`config.mk`:
```
export PLATFORM = sky130hd
export DESIGN_NAME = pmic_cmd_chan
export DESIGN_NICKNAME = d
export VERILOG_FILES = /design/src/rtl/pmic_cmd_chan.sv
export SDC_FILE = /design/constraint.sdc
export NUM_CORES = 1
export LEC_CHECK = 0
export ABC_CLOCK_PERIOD_IN_PS = 1900
export CAP_MARGIN = 20
export CORE_ASPECT_RATIO = 0.8
export CORE_UTILIZATION = 40
export CTS_CLUSTER_SIZE = 10
export DETAILED_ROUTE_END_ITERATION = 12
export HOLD_SLACK_MARGIN = 0.06
export PLACE_DENSITY_LB_ADDON = 0.3
export SETUP_SLACK_MARGIN = 0.3
export SLEW_MARGIN = 20
export SYNTH_ARGS = -nofsm -noshare
export SYNTH_HDL_FRONTEND = slang
export SYNTH_SLANG_ARGS = --single-unit
```
`constraint.sdc`:
```
create_clock -name clk -period 1.9 [get_ports clk]
set_input_delay 0.38 -clock clk [delete_from_list [all_inputs] [get_ports clk]]
set_output_delay 0.38 -clock clk [all_outputs]
set_load 0.01 [all_outputs]
```
`src/rtl/pmic_cmd_chan.sv`:
```
module pmic_cmd_chan #(
  parameter int AW = 6
) (
  input  logic          clk,
  input  logic          rst_n,
  input  logic          bus_wr,
  input  logic [AW-1:0] bus_addr,
  input  logic [31:0]   bus_wdata,
  output logic [31:0]   bus_rdata,
  output logic          req_valid,
  input  logic          req_ready,
  output logic [1:0]    req_type,
  output logic          req_write,
  output logic [3:0]    req_sid,
  output logic [1:0]    req_len,
  output logic [15:0]   req_addr,
  output logic [31:0]   req_wdata,
  input  logic          rsp_valid,
  input  logic [31:0]   rsp_rdata
);

  localparam logic [AW-1:0] OFF_CMD   = AW'(6'h00);
  localparam logic [AW-1:0] OFF_WDATA = AW'(6'h04);
  localparam logic [AW-1:0] OFF_RDATA = AW'(6'h14);
  localparam logic [AW-1:0] OFF_CLR   = AW'(6'h24);
  localparam logic [AW-1:0] OFF_STAT  = AW'(6'h28);

  localparam logic [2:0] ST_IDLE  = 3'd0;
  localparam logic [2:0] ST_ISSUE = 3'd1;
  localparam logic [2:0] ST_WAIT  = 3'd2;
  localparam logic [2:0] ST_HOLD  = 3'd6;

  logic [2:0]  state;
  logic        err_q;
  logic [31:0] cmd_q, wdata_q, rdata_q;
  logic [31:0] rsp_masked;

  wire cmd_wr   = bus_wr && bus_addr == OFF_CMD;
  wire wdata_wr = bus_wr && bus_addr == OFF_WDATA;
  wire clr_wr   = bus_wr && bus_addr == OFF_CLR && bus_wdata[0];

  assign req_valid = state == ST_ISSUE;
  assign req_type  = cmd_q[31:30];
  assign req_write = cmd_q[29];
  assign req_sid   = cmd_q[27:24];
  assign req_len   = cmd_q[17:16];
  assign req_addr  = cmd_q[15:0];
  assign req_wdata = wdata_q;

  always_comb begin
    for (int b = 0; b < 4; b++)
      rsp_masked[8*b +: 8] = (b <= int'(cmd_q[17:16])) ? rsp_rdata[8*b +: 8] : 8'h00;
  end

  always_comb begin
    case (bus_addr)
      OFF_CMD:   bus_rdata = cmd_q;
      OFF_WDATA: bus_rdata = wdata_q;
      OFF_RDATA: bus_rdata = rdata_q;
      OFF_STAT:  bus_rdata = {28'h0, state, err_q};
      default:   bus_rdata = 32'h0;
    endcase
  end

  always_ff @(posedge clk) begin
    if (!rst_n) begin
      state   <= ST_IDLE;
      err_q   <= 1'b0;
      cmd_q   <= '0;
      wdata_q <= '0;
      rdata_q <= '0;
    end else begin
      if (wdata_wr && state == ST_IDLE)
        wdata_q <= bus_wdata;
      if (cmd_wr) begin
        if (state == ST_IDLE) begin
          cmd_q <= bus_wdata;
          state <= ST_ISSUE;
        end else begin
          err_q <= 1'b1;
        end
      end
      case (state)
        ST_ISSUE: if (req_ready) state <= cmd_q[29] ? ST_IDLE : ST_WAIT;
        ST_WAIT:  if (rsp_valid) begin
                    rdata_q <= rsp_masked;
                    state   <= ST_HOLD;
                  end
        ST_HOLD:  if (clr_wr) state <= ST_IDLE;
        default:  ;
      endcase
    end
  end

endmodule

```
## After elaboration in Yosys (flattened, before gate mapping)

Index checks and enable logic that the tools add are counted.

| storage, ports and cells | value |
|---|---|
| bits in registers | 100 |
| bits of input ports | 75 |
| output and inout port bits | 90 |
| word-level logic and storage cells | 37 |

| cells by class | value |
|---|---|
| order comparisons | 3 |
| equal/unequal tests | 7 |
| mux-type cells | 11 |
| bitwise operators | 1 |
| reduce and logical (&&, ||, !) cells | 10 |

Operator list:

| kind | number |
|---|---|
| $pmux W32 S4 | 1 |
| $mux W8 | 3 |
| $mux W3 | 5 |
| $eq A6 B6 Y1 const B | 2 |
| $pmux W3 S3 | 1 |
| $eq A6 B3 Y1 const B | 1 |
| $eq A6 B5 Y1 const B | 1 |
| $logic_not A6 Y1 | 1 |
| $reduce_and A2 Y1 | 3 |
| $logic_and A1 B1 Y1 | 5 |
| $le A2 B2 Y1 const A | 2 |
| $eq A3 B1 Y1 const B | 1 |
| $eq A3 B2 Y1 const B | 1 |
| $eq A3 B3 Y1 const B | 1 |
| $logic_not A3 Y1 | 1 |
| $le A1 B2 Y1 const A | 1 |
| $mux W2 | 1 |
| $not A1 Y1 | 1 |

## Logic depth before layout (Yosys ltp)

| logic depth | value |
|---|---|
| word-level depth | 5 |
| gate-level depth with buffers | 6 |

## Worst setup path after synthesis

No wires, ideal clock.

| timing | value |
|---|---|
| kind | in2out |
| from | input port bus_addr[1] |
| to | output port bus_rdata[11] |
| arrival time | 1.406 ns |
| data required time | 1.520 ns |
| slack | 0.114 ns |
| cell stages on the path | 5 |
| buffers on the path | 2 |
| cell sequence | nor3_4 and2_1 buf_2 buf_6 a221o_1 |

| between the ends | value |
|---|---|
| longest elaborated chain between the ends | 2 |
| elaborated cells between the ends (all ways) | 5 |
| those cells by class | eq/ne (3); mux (1); reduce/logical (1) |

RTL lines:

| item | RTL line | RTL |
|---|---|---|
| start, declared | 7 | `input logic [AW-1:0] bus_addr,` |
| $eq A6 B6 Y1, or another cell as far along | 56 | `case (bus_addr)` |
| $pmux W32 S4 * | 56 |  |
| end, declared | 9 | `output logic [31:0] bus_rdata,` |

Mark *: on every way between the ends. The rest lies on a longest branch, timed or not.

## Worst setup path after layout

| timing | value |
|---|---|
| from | input port bus_addr[1] |
| to | output port bus_rdata[10] |

The elaborated chain is that of the path after synthesis.

==> results by group <==
Cells and area
  – Fraction of layout cells with a size suffix above 1: between 10% and 20%
  – Nets: 763
  – Antenna diode count: 0
  – Finished Layout Cells: between 800 and 900
  – Area grow syn2layout: 44.7%

Placement
  – Routability cong.: 0.787
  – I/O Buffers: 164
  – Detail Placement HPWL: slightly below 10 mm
  – Pre-CTS setup slack: -898 ps
  – Placed Cells: 809

Logic synthesis
  – Top_reg_cell synth: dfxtp_1
  – Cell count after synthesis: 537
  – Synthesized Nets: 612
  – Seq/Total Area, Yosys: 42.4%
  – Post-Syn Area: 4720 um2
  – Yosys warnings: 0
  – Post-Synthesis Mean Instance Area: 8.79 um2
  – Post-synth ARST share: 0%
  – Post-synth EDFFs: 0
  – Synthesized flop and latch total: 100
  – Distinct cell type count after synthesis: 36

Clocking
  – TritonCTS clock tree: done
  – Root Driver: clkbuf_16
  – # clock sinks: 100
  – CTS H-tree depth: 3
  – Max clock buf depth: 2
  – Worst-skew pair later-pin latency: roughly 350 ps
  – Worst-path clk slew: 70 ps
  – CTS Buf Count: 9

Die
  – Die ar.: 12200 um2
  – Top-level I/O count: 165
  – Num rows: 35
  – DIE HEIGHT: 99.2 um
  – Area of the core: approximately 12000 um2
  – Die W: 123 um
  – Starting Density: 41.0%

Run status
  – Status: complete, but fails checks
  – Failing checks: setup timing

Critical path
  – CP startpoint kind: input pin
  – Crit-path max FO: 7
  – Crit path cell chain: buf_8, buf_6, nor3_4, buf_12, and2_4, buf_6, buf_12, a221o_1, buf_2
  – Crit path largest cell delay: 340 ps
  – Cell family with most CP delay: buffers and inverters
  – Worst r2r dst: cmd_q[1]$_SDFFE_PN0P_
  – Worst r2r src: state[1]$_SDFF_PN0_
  – Worst setup EP type: output port
  – WP depth: 9
  – Crit path kind: input pin to output port
  – Worst reg2reg path depth: 6
  – CP required: around 1500 ps
  – CP max-delay cell: a221o_1
  – Buf/Inv on CP: 6
  – Reg2Reg Setup Slack: roughly 360 ps
  – Worst Path Arrival: 1600 ps

Global routing
  – Initial antenna violation count: 0
  – Global-route wire length before repair: between 20 and 25 mm
  – GR Overflow Total: 0
  – Largest net degree at the start of global routing: 58
  – Vias in the first global route: 4383
  – Total global-route track usage: 24.0%

Pwr
  – Power share of the clock group: 42.7%
  – Power Density: around 630 nW/um2
  – Switching Share: 22.3%
  – Worst VDD drop: around 470 uV
  – Cell Int Power: roughly 3.4 mW
  – Comb pwr share: a little under 9%
  – Leakage power: ~3.4 nW
  – Switch Pwr: 0.966 mW
  – Seq pwr share: around 49%

STA
  – Max-slew headroom: 75.5%
  – Final period util: 104%
  – Final setup viols: 29
  – Setup TNS: -1730 ps
  – Setup WS post-layout: -82.2 ps
  – Slew @ Worst Pin: 367 ps
  – Clock Skew: 8.68 ps
  – Slew Viols, Final: 0
  – Crit path time final: 1980 ps
  – RSZ-0062 raised after global routing: yes
  – FMAX: 0.504 GHz
  – Fin. Hold Viols: 0

Flow run
  – Max-Cap Viols: 0

Worst hold path
  – WHS Endpoint: req_wdata[21]$_SDFFE_PN0P_
  – Worst min path class: input pin to register
  – Hold path cells: 3
  – Worst hold start: rst_n

Detailed routing
  – DR WL/cell: ~17 um
  – Final WL: 14.6 mm
  – Via count: between 4000 and 5000
  – DRT iter0 DRCs: 227
  – DRC viols: 0
  – DRT Pass-1 Iters: 5
  – Vias per inst: 5.34
  – Post-route ant nets: 0
-- synth_stat cells (2+ instances only) --
cell / n / area, um2
buf_4: 24 / 180
dfxtp_1: 100 / 2000
a221o_1: 28 / 280
nand2_1: 137 / 514
a21oi_1: 34 / 170
nor2_1: 2 / 7.51
mux2i_1: 64 / 641
nor3_4: 2 / 32.5
and2_1: 3 / 18.8
and3_1: 28 / 175
inv_1: 2 / 7.51
clkbuf_1: 20 / 75.1
a31oi_1: 2 / 12.5
nand3_4: 2 / 35.0
buf_6: 8 / 90.1
buf_2: 19 / 95.1
nand3_1: 36 / 180
nand4_1: 8 / 50.1
-- power by group through the flow --
stage | registers [mW] | clock network, mW | logic [mW]
floorplan | 2.15 | 0 | 0.115
global placement | 2.15 | 0 | 0.334
detailed placement | 2.15 | 0 | 0.339
CTS | 2.11 | 1.90 | 0.369
global route | 2.10 | 1.97 | 0.402
finish | 2.10 | 1.85 | 0.379
-- per-layer routing --
layer | GRT usage [%] | wire length, um | vias up
li1 | - | - | 2157
met1 | 30.8 | 6430 | 2116
met2 | 38.7 | 6680 | 204
met3 | 6.94 | 1340 | 13
met4 | 7.60 | 115 | 0
met5 | 0 | 0 | -
-- state kept, by name (all words and copies together) (netlist names) --
name	cells
req_wdata	32
err_q	1
state	3
rdata_q	32
cmd_q	32
-- per-stage QoR --
| step | power (mW) | instance area [um2] | utilization (%) | hold slack, ps |
|---|---|---|---|---|
| after global placement | 2.49 | 6450 | 56.0 | 442 |
| after floorplan | 2.27 | 4730 | - | 432 |
| after CTS | 4.37 | 6750 | 58.6 | 411 |
| after global routing | 4.47 | 6830 | 59.3 | 421 |
| after detailed placement | 2.49 | 6450 | 56.0 | 452 |
| final | 4.33 | 6830 | 59.3 | 420 |
-- cell usage in the layout, fill, tap and decap left out, types with 10 or more instances in the layout --
cell type / count
buf_12: 11
and3_1: 27
dlygate4sd2_1: 57
nand3_1: 36
a221o_1: 28
buf_2: 36
clkdlybuf4s50_1: 67
clkbuf_16: 10
dfxtp_1: 98
buf_6: 13
nand2_1: 137
mux2i_1: 64
buf_4: 22
a21oi_1: 34
-- logic make-up (layout without fill, tap and decap cells) --
logic type / Yosys count / in the layout / share of synthesized area (%)
flip-flops: 100 / 100 / 42.4
AND/OR/NAND/NOR: 229 / 229 / 23.7
multiplexers: 64 / 64 / 13.6
AO/OA/AOI/OAI: 69 / 69 / 10.7
buffers and inverters: 75 / 231 / 9.65
-- worst max-delay path by stage --
stage	slack, ps	start	endpoint
after floorplan	170	bus_addr[4]	bus_rdata[11]
after global placement	-890	bus_addr[5]	bus_rdata[17]
after detailed placement	-900	bus_addr[5]	bus_rdata[19]
after CTS	-80	bus_addr[1]	bus_rdata[19]
after global routing	-140	bus_addr[4]	bus_rdata[6]
final	-80	bus_addr[1]	bus_rdata[10]
-- layout make-up --
type,instances,area (um2)
Fill cell,1044,4690
Multi-Input combinational cell,362,2320
Sequential cell,100,2010
Timing Repair Buffer,212,2010
Clock buffer,10,239
Tap cell,148,185
Clock inverter,6,63.8
Inverter,3,11.3
-- worst min-delay path, stage by stage --
cell and delay (ps):
buf_4 190, nand2_1 90, mux2i_1 60
-- repair_timing --
action / CTS / global route
hold buffers: 0 / 0
setup endpoints to repair: 157 / 84
buffers inserted: 8 / 3
resized for setup: 250 / 8
cloned: 4 / 1
pin swaps: 20 / 13
Power figures use the tool's default switching activity.
